### src/rtl/ldst_pkg.sv
package ldst_pkg;
  localparam int WORD_W = 32;
  localparam int LANES  = WORD_W / 8;

  typedef enum logic [2:0] {
    OP_LW  = 3'd0,
    OP_LH  = 3'd1,
    OP_LHU = 3'd2,
    OP_LB  = 3'd3,
    OP_LBU = 3'd4,
    OP_SW  = 3'd5,
    OP_SH  = 3'd6,
    OP_SB  = 3'd7
  } mem_op_e;

  // log2 of the access size in bytes
  function automatic logic [1:0] op_size(input mem_op_e op);
    case (op)
      OP_LW, OP_SW:         return 2'd2;
      OP_LH, OP_LHU, OP_SH: return 2'd1;
      default:              return 2'd0;
    endcase
  endfunction

  function automatic logic op_is_store(input mem_op_e op);
    return (op == OP_SW) || (op == OP_SH) || (op == OP_SB);
  endfunction

  function automatic logic op_is_signed(input mem_op_e op);
    return (op == OP_LH) || (op == OP_LB);
  endfunction

  function automatic logic is_misaligned(input mem_op_e op, input logic [1:0] lo);
    case (op_size(op))
      2'd2:    return lo != 2'b00;
      2'd1:    return lo[0];
      default: return 1'b0;
    endcase
  endfunction

  // big-endian lane mask: bit 3 is data bits 31:24 (byte offset 0)
  function automatic logic [LANES-1:0] lane_mask(input mem_op_e op, input logic [1:0] lo);
    case (op_size(op))
      2'd2:    return '1;
      2'd1:    return lo[1] ? 4'b0011 : 4'b1100;
      default: return 4'b1000 >> lo;
    endcase
  endfunction
endpackage

### src/rtl/ldst_addr_gen.sv
module ldst_addr_gen
  import ldst_pkg::*;
#(
  parameter int ADDR_W = 32,
  parameter int OFF_W  = 16
) (
  input  logic              clk,
  input  logic              rst_n,
  input  logic              req_valid,
  input  mem_op_e           op,
  input  logic [ADDR_W-1:0] base_addr,
  input  logic [OFF_W-1:0]  disp,
  output logic [ADDR_W-1:0] eff_addr,
  output logic              misalign
);
  localparam int EXT_W = ADDR_W - OFF_W;

  assign eff_addr = base_addr + {{EXT_W{disp[OFF_W-1]}}, disp};
  assign misalign = req_valid && is_misaligned(op, eff_addr[1:0]);

  AST_BYTE_NEVER_FAULTS: assert property (@(posedge clk) disable iff (!rst_n)
    (req_valid && (op == OP_LB || op == OP_LBU || op == OP_SB)) |-> !misalign);
  AST_IDLE_NO_FAULT: assert property (@(posedge clk) disable iff (!rst_n)
    !req_valid |-> !misalign);
endmodule

### src/rtl/ldst_store_steer.sv
module ldst_store_steer
  import ldst_pkg::*;
(
  input  logic              clk,
  input  logic              rst_n,
  input  logic              req_valid,
  input  mem_op_e           op,
  input  logic [1:0]        lo,
  input  logic              misalign,
  input  logic [WORD_W-1:0] store_data,
  output logic              mem_we,
  output logic [LANES-1:0]  mem_be,
  output logic [WORD_W-1:0] mem_wdata
);
  logic do_write;

  assign do_write = req_valid && op_is_store(op) && !misalign;
  assign mem_we   = do_write;
  assign mem_be   = do_write ? lane_mask(op, lo) : '0;

  // each lane carries the source byte that would land there for this size;
  // the enables decide which lanes memory actually takes
  for (genvar i = 0; i < LANES; i++) begin : g_lane
    logic [7:0] lane_byte;
    always_comb begin
      case (op_size(op))
        2'd2:    lane_byte = store_data[8*i +: 8];
        2'd1:    lane_byte = store_data[8*(i%2) +: 8];
        default: lane_byte = store_data[7:0];
      endcase
    end
    assign mem_wdata[8*i +: 8] = lane_byte;
  end

  AST_FAULT_BLOCKS_WRITE: assert property (@(posedge clk) disable iff (!rst_n)
    misalign |-> (mem_be == '0 && !mem_we));
  AST_BE_SHAPE: assert property (@(posedge clk) disable iff (!rst_n)
    mem_we |-> ($countones(mem_be) == 1 || $countones(mem_be) == 2 || $countones(mem_be) == 4));
  AST_LOAD_NO_WRITE: assert property (@(posedge clk) disable iff (!rst_n)
    (req_valid && !op_is_store(op)) |-> (mem_be == '0));
endmodule

### src/rtl/ldst_load_extract.sv
module ldst_load_extract
  import ldst_pkg::*;
(
  input  logic              clk,
  input  logic              rst_n,
  input  logic              req_valid,
  input  mem_op_e           op,
  input  logic [1:0]        lo,
  input  logic              misalign,
  input  logic [WORD_W-1:0] mem_rdata,
  output logic              rsp_valid,
  output logic [WORD_W-1:0] rsp_data
);
  logic              pend_q;
  mem_op_e           op_q;
  logic [1:0]        lo_q;
  logic              mis_q;
  logic              load_drop;
  logic [WORD_W-1:0] aligned_word;
  logic [WORD_W-1:0] extended;

  always_ff @(posedge clk) begin
    if (!rst_n) begin
      pend_q <= 1'b0;
      op_q   <= OP_LW;
      lo_q   <= 2'b00;
      mis_q  <= 1'b0;
    end else begin
      pend_q <= req_valid && !op_is_store(op);
      op_q   <= op;
      lo_q   <= lo;
      mis_q  <= misalign;
    end
  end

  // shift the addressed byte/halfword to the top of the word
  assign aligned_word = mem_rdata << {lo_q, 3'b000};

  always_comb begin
    case (op_size(op_q))
      2'd2:    extended = aligned_word;
      2'd1:    extended = {{16{op_is_signed(op_q) & aligned_word[31]}}, aligned_word[31:16]};
      default: extended = {{24{op_is_signed(op_q) & aligned_word[31]}}, aligned_word[31:24]};
    endcase
  end

  assign load_drop = pend_q && mis_q;
  assign rsp_valid = pend_q;
  assign rsp_data  = (pend_q && !mis_q) ? extended : '0;

  AST_DROP_IS_ZERO: assert property (@(posedge clk) disable iff (!rst_n)
    load_drop |-> (rsp_data == '0));
  AST_RSP_AFTER_LOAD: assert property (@(posedge clk) disable iff (!rst_n)
    rsp_valid |-> $past(req_valid && !op_is_store(op)));
  AST_BYTE_ZERO_EXT: assert property (@(posedge clk) disable iff (!rst_n)
    (rsp_valid && op_q == OP_LBU) |-> (rsp_data[31:8] == '0));
  AST_HALF_ZERO_EXT: assert property (@(posedge clk) disable iff (!rst_n)
    (rsp_valid && op_q == OP_LHU) |-> (rsp_data[31:16] == '0));
endmodule

### src/rtl/ldst_unit.sv
module ldst_unit
  import ldst_pkg::*;
#(
  parameter int ADDR_W = 32,
  parameter int OFF_W  = 16
) (
  input  logic              clk,
  input  logic              rst_n,
  input  logic              req_valid,
  input  logic [2:0]        req_op,
  input  logic [ADDR_W-1:0] base_addr,
  input  logic [OFF_W-1:0]  disp,
  input  logic [WORD_W-1:0] store_data,
  output logic [ADDR_W-1:0] mem_addr,
  output logic              mem_we,
  output logic [LANES-1:0]  mem_be,
  output logic [WORD_W-1:0] mem_wdata,
  output logic              misalign,
  input  logic [WORD_W-1:0] mem_rdata,
  output logic              rsp_valid,
  output logic [WORD_W-1:0] rsp_data
);
  mem_op_e op;
  assign op = mem_op_e'(req_op);

  ldst_addr_gen #(.ADDR_W(ADDR_W), .OFF_W(OFF_W)) u_addr (
    .clk(clk), .rst_n(rst_n), .req_valid(req_valid), .op(op),
    .base_addr(base_addr), .disp(disp),
    .eff_addr(mem_addr), .misalign(misalign)
  );

  ldst_store_steer u_store (
    .clk(clk), .rst_n(rst_n), .req_valid(req_valid), .op(op),
    .lo(mem_addr[1:0]), .misalign(misalign), .store_data(store_data),
    .mem_we(mem_we), .mem_be(mem_be), .mem_wdata(mem_wdata)
  );

  ldst_load_extract u_load (
    .clk(clk), .rst_n(rst_n), .req_valid(req_valid), .op(op),
    .lo(mem_addr[1:0]), .misalign(misalign), .mem_rdata(mem_rdata),
    .rsp_valid(rsp_valid), .rsp_data(rsp_data)
  );

  AST_STORE_WRITES: assert property (@(posedge clk) disable iff (!rst_n)
    (req_valid && req_op == 3'd5 && mem_addr[1:0] == 2'b00) |-> (mem_we && mem_be == 4'hF));
endmodule

### config.mk
export PLATFORM = sky130hd
export DESIGN_NAME = ldst_unit
export DESIGN_NICKNAME = d
export VERILOG_FILES = /design/src/rtl/ldst_pkg.sv /design/src/rtl/ldst_addr_gen.sv /design/src/rtl/ldst_store_steer.sv /design/src/rtl/ldst_load_extract.sv /design/src/rtl/ldst_unit.sv
export SDC_FILE = /design/constraint.sdc
export NUM_CORES = 1
export LEC_CHECK = 0
export BUFFER_PORTS_ARGS = -buffer_cell sky130_fd_sc_hd__buf_2
export CAP_MARGIN = 0
export CORE_MARGIN = 2
export CORE_UTILIZATION = 49
export DETAILED_ROUTE_END_ITERATION = 6
export GPL_TIMING_DRIVEN = 0
export PLACE_DENSITY = 0.89
export SETUP_SLACK_MARGIN = 0.3
export SYNTH_ARGS = -nofsm -noshare
export SYNTH_HDL_FRONTEND = slang
export SYNTH_SLANG_ARGS = --single-unit
### constraint.sdc
create_clock -name clk -period 3.9 [get_ports clk]
set_input_delay 0.585 -clock clk [delete_from_list [all_inputs] [get_ports clk]]
set_output_delay 0.585 -clock clk [all_outputs]
set_load 0.02 [all_outputs]
After elaboration in Yosys (flattened, before gate mapping)

Cells that the tools add are included.

Register bits after elaboration: 7
Word-level logic and storage cells: 52
Output and inout port bits: 103
Bits of input ports: 118

Eq/ne operators: 14
Reduce and logical (&&, ||, !) cells: 19
Muxes and demuxes: 11
Shift-type cells: 2
Add/sub/neg operators: 1
Bitwise logic cells: 1

Operator list:

| cell                                                                   | number |
|---|---|
| 32-bit case mux with 2 select lines                                    | 1 |
| 32-bit adder                                                           | 1 |
| 32-bit 2-to-1 mux                                                      | 1 |
| 32-bit by 5-bit left shift with 32-bit output                          | 1 |
| 8-bit 2-to-1 mux                                                       | 2 |
| 8-bit case mux with 2 select lines                                     | 1 |
| 3-bit equality test (second input constant)                            | 5 |
| 3-bit by 2-bit equality test with 1-bit output (second input constant) | 3 |
| 4-bit 2-to-1 mux                                                       | 2 |
| 2-bit case mux with 2 select lines                                     | 2 |
| 4-bit case mux with 2 select lines                                     | 1 |
| 3-bit by 1-bit equality test with 1-bit output (second input constant) | 2 |
| 3-bit zero test                                                        | 2 |
| 2-bit OR reduction                                                     | 3 |
| 3-bit OR reduction                                                     | 2 |
| 1-bit logical AND                                                      | 5 |
| 2-bit by 1-bit equality test with 1-bit output (second input constant) | 2 |
| 2-bit equality test (second input constant)                            | 2 |
| 4-bit by 2-bit right shift with 4-bit output (first input constant)    | 1 |
| 1-bit zero test                                                        | 3 |
| 1-bit logical OR                                                       | 3 |
| 1-bit case mux with 2 select lines                                     | 1 |
| 2-bit nonzero test                                                     | 1 |
| 1-bit bitwise AND                                                      | 1 |

Longest topological paths before layout

Depth in word-level cells: 9
Mapped depth: 11
Gate-level depth less buffers: 9

Hierarchy

From an unflattened synthesis, not the netlist that was laid out.

Cell total of the unflattened synthesis: 517
Area, all modules: 3682.3 um2

Modules (own cells, without submodules):

| module            | area an instance (um2) | seq. area each (um2) | instances | cells each |
|---|---|---|---|---|
| ldst_addr_gen     | 1890.6                 | 0.0                  | 1         | 270 |
| ldst_load_extract | 1231.2                 | 140.1                | 1         | 162 |
| ldst_store_steer  | 560.5                  | 0.0                  | 1         | 85 |

Least setup slack after synthesis

No wires, ideal clock.

Kind: input -> output
Start point: input port base_addr[0]
End point: output port mem_be[0]
Path buffers: 0
Arrival: 2.739 ns
Required time: 3.315 ns
Stages on the path: 8
Slack: 0.576 ns
Path through: ha_1 > inv_1 > fa_1 > inv_1 > o21ai_0 > a21oi_1 > or3b_2 > a21oi_1

Longest elaborated chain between the ends: 7
Elaborated cells between the ends (all ways): 10
Those cells by class: add/sub (1); shift (1); mux (4); reduce/logical (4)

RTL lines:

| what                               | line                   | source |
|---|---|---|
| from (decl)                        | ldst_unit.sv:11        | `input logic [ADDR_W-1:0] base_addr,` |
| 32-bit adder                       | ldst_addr_gen.sv:18    | `assign eff_addr = base_addr + {{EXT_W{disp[OFF_W-1]}}, disp};` |
| net mem_addr[1]                    | ldst_unit.sv:14        | `output logic [ADDR_W-1:0] mem_addr,` |
| 2-bit nonzero test                 | ldst_pkg.sv:35         | `2'd2: return lo != 2'b00;` |
| 1-bit case mux with 2 select lines | ldst_pkg.sv:34         | `case (op_size(op))` |
| 1-bit logical AND                  | ldst_addr_gen.sv:19    | `assign misalign = req_valid && is_misaligned(op, eff_addr[1:0]);` |
| net misalign                       | ldst_unit.sv:18        | `output logic misalign,` |
| 1-bit zero test                    | ldst_store_steer.sv:17 | `assign do_write = req_valid && op_is_store(op) && !misalign;` |
| 1-bit logical AND                  | ldst_store_steer.sv:17 |  |
| 4-bit 2-to-1 mux                   | ldst_store_steer.sv:19 | `assign mem_be = do_write ? lane_mask(op, lo) : '0;` |
| to (decl)                          | ldst_unit.sv:16        | `output logic [LANES-1:0] mem_be,` |

The timed path passes the listed nets, and every way through them passes these cells.

Worst setup path after layout

Start point: input port base_addr[0]
End point: output port mem_be[1]

Longest elaborated chain between the ends: 7
Elaborated cells between the ends (all ways): 10
Those cells by class: add/sub (1); shift (1); mux (4); reduce/logical (4)

RTL lines:

| what                               | line |
|---|---|
| 32-bit adder *                     | ldst_addr_gen.sv:18 |
| 2-bit nonzero test                 | ldst_pkg.sv:35 |
| 1-bit case mux with 2 select lines | ldst_pkg.sv:34 |
| 1-bit logical AND                  | ldst_addr_gen.sv:19 |
| 1-bit zero test                    | ldst_store_steer.sv:17 |
| 1-bit logical AND                  | ldst_store_steer.sv:17 |
| 4-bit 2-to-1 mux *                 | ldst_store_steer.sv:19 |

Mark *: on every way between the ends. The rest lies on a longest branch, timed or not.

==> out/metrics.yaml <==
setup_path:
  arrival_ns: 2.84
  critPathKind: "in -> out"
  crit_slowest_cell: "fa_1"
  required_ns: 3.31
  slowest_delay_ns: 0.56
  crit_fanout: 5
  worst_setup_path_start_kind: "input port"
  cp-end-kind: "output pin"
  cp_cell_sequence: "buf_2 > ha_1 > inv_1 > fa_1 > inv_1 > o21ai_0 > a21oi_1 > or3b_2 > a21oi_1 > buf_2"
global_routing:
  gr-total-overflow: 0
  grt_pass1_wl_microns: 21790
  grt_antenna_before_repair: 2
  grt_usage_pct: 31.58
  grt_max_degree: 18
  grt_pass1_vias: 4743
sta:
  rsz0062_at_grt: "false"
  setup_violations: 0
  fin_crit_sh_pct: 87.88
  fmax_ghz: 0.2918
  setup_ws_ns: 0.4728
  whs_ns: 0.6267
  slew_headroom_pct: 65.50
  slew_viol_final: 0
  period_minus_slack_ns: 3.427
  tightest_slew_ns: 0.5121
  fin_setup_tns_ns: 0
  hold_violations: 0
yosys:
  yosysSeqAreaShare_pct: 3.826
  post-synth-top-count-cell: "nand2_1"
  yosys_warnings: 0
  synth_ff_type: "dfxtp_1"
  yosys_register_bits: 7
  syn_inst: 548
  synth_top_cell_by_area: "ha_1"
  synth_edf_count: 0
  synth_top_cell_area_share_pct: 11.96
  async_flop_share_pct: 0
  synth_common_cells: "71 x nand2_1, 56 x a21oi_1, 51 x o21ai_0"
  syn_nets: 702
  synth_cell_types: 68
  avgSynthCellArea_sq_um: 6.683
  post_synth_instance_area_sq_um: 3662
  synth.area.top_cells: "ha_1 12%, a21oi_1 7.7%, nand2_1 7.3%"
die:
  pin_count: 221
  initial_utilization_pct: 50.49
  core_area_sq_um: 7253
  die_h_microns: 90.45
  dieArea_sq_um: 8181
  die_x_microns: 90.45
  fp-row-count: 31
route:
  num_vias: 5087
  wl_microns: 13870
  routed_via_density: 5.820
  avgRoutedWirePerCell_microns: 15.87
  firstDrtPassIters: 5
  drt_iter0_drc: 283
  ant_nets: 0
  drc: 0
placed_design:
  place.gp.congestion: 1.010
  post-place-cells: 867
  dp_slack_ns: 0.4829
  io_buffers: 220
  dp_hpwl_microns: 11400
cts:
  cts_tree: "yes"
  clockBufferDepth: 2
  clkSlewWorstSetupHoldPaths_ns: 0.04
  h-tree-depth: 1
  cts-root-buf: "clkbuf_8"
  numClockSinks: 7
  cts_made_buffers: 3
  cts_setup_buffers: 0
layout:
  stdcell_count: 874
  area_growth_pct: 34.92
  final_nets: 927
  drive_above_1_share_pct: 36.66
power:
  power.total_mw: 1.192
  power_density_nw_per_um2: 241.2
  peakVddDrop_uv: 140.6
  leakage_nw: 2.521
worst_hold_path:
  hold_class: "in -> reg"
job:
  drv_cap: 0
run_status:
  status: "finished clean"
[repair_timing]
action | CTS | global route
resized for setup | 0 | 2
hold buffers | 0 | 0
endpoints found under the setup margin | 0 | 1
endpoints found under the hold margin | 0 | 0
[per-stage QoR]
step / instance area, sq um / util [%]
finish: 4941 / 68.12
global route: 4938 / 68.09
CTS: 4932 / 68.00
detailed placement: 4887 / 67.38
global placement: 4887 / 67.38
floorplan: 3662 / -
[final cells by class]
class	instances	area, sq um
clock buffers	4	45.04
inverters	40	150.1
repair buffers	220	1101
diodes	3	7.507
flip-flops and latches	7	140.1
plain buffers	42	216.5
fillers	662	2312
multi-input cells	459	3157
well taps	99	123.9
[sequential cells by signal, summed over array words and instances (netlist names)]
name              flops
u_load.op_q           3
u_load.rsp_valid      1
u_load.mis_q          1
u_load.lo_q           2
[routing by layer]
layer	global-route usage [%]	part of all wire (%)	vias to the layer above
li1	-	-	2451
met1	37.08	39	2270
met2	58.21	50	324
met3	3.339	7.6	42
met4	12.82	3.4	0
met5	0	0	-
[power by group]
part           internal, mW  switching, mW  total (mW)
logic                 0.375          0.636        1.01
registers            0.0764        0.00439      0.0808
clock network        0.0705         0.0294      0.0999
total                 0.522          0.670        1.19
[cells in the final DEF (no fill, tap or decap), drive strengths merged, types with 5 or more instances in the layout]
master	n
a211oi	14
and2	5
nand3b	5
nor2b	9
mux2	16
a22oi	8
mux2i	18
xor2	11
nand4	7
xnor2	19
a21oi	56
nand2	71
nand2b	5
o211ai	5
o21ai	53
nor2	28
nand3	13
o21a	6
inv	40
clkbuf	22
a221oi	16
ha	35
buf	244
a31oi	6
dfxtp	7
a21o	10
[worst paths after layout]
path / end / depth (start not counted) / start
hold / removal: u_load.rsp_valid$_SDFF_PN0_ / 2 / req_valid
setup / recovery: mem_be[1] / 10 / base_addr[0]
[critical path: cells and delay by family]
family                     cells  cell delay [ns]
and+or+nand+nor                1             0.55
AOI/OAI and AO/OA              3             0.52
adders and majority gates      2             0.73
buffers and inverters          4             0.46
[cell families (layout without fill, tap and decap cells)]
kind of cell / after synthesis / count (layout) / share of synthesized area (%)
other: 0 / 3 / 0
muxes: 34 / 34 / 9.839
DFF: 7 / 7 / 3.826
and+or+nand+nor: 161 / 161 / 21.11
AOI/OAI and AO/OA: 198 / 198 / 35.57
xor gates and xnor gates: 30 / 30 / 7.175
buffers and inverters: 82 / 306 / 9.976
adders and majority gates: 36 / 36 / 12.50
No activity file was read; power rests on OpenSTA's default activity.
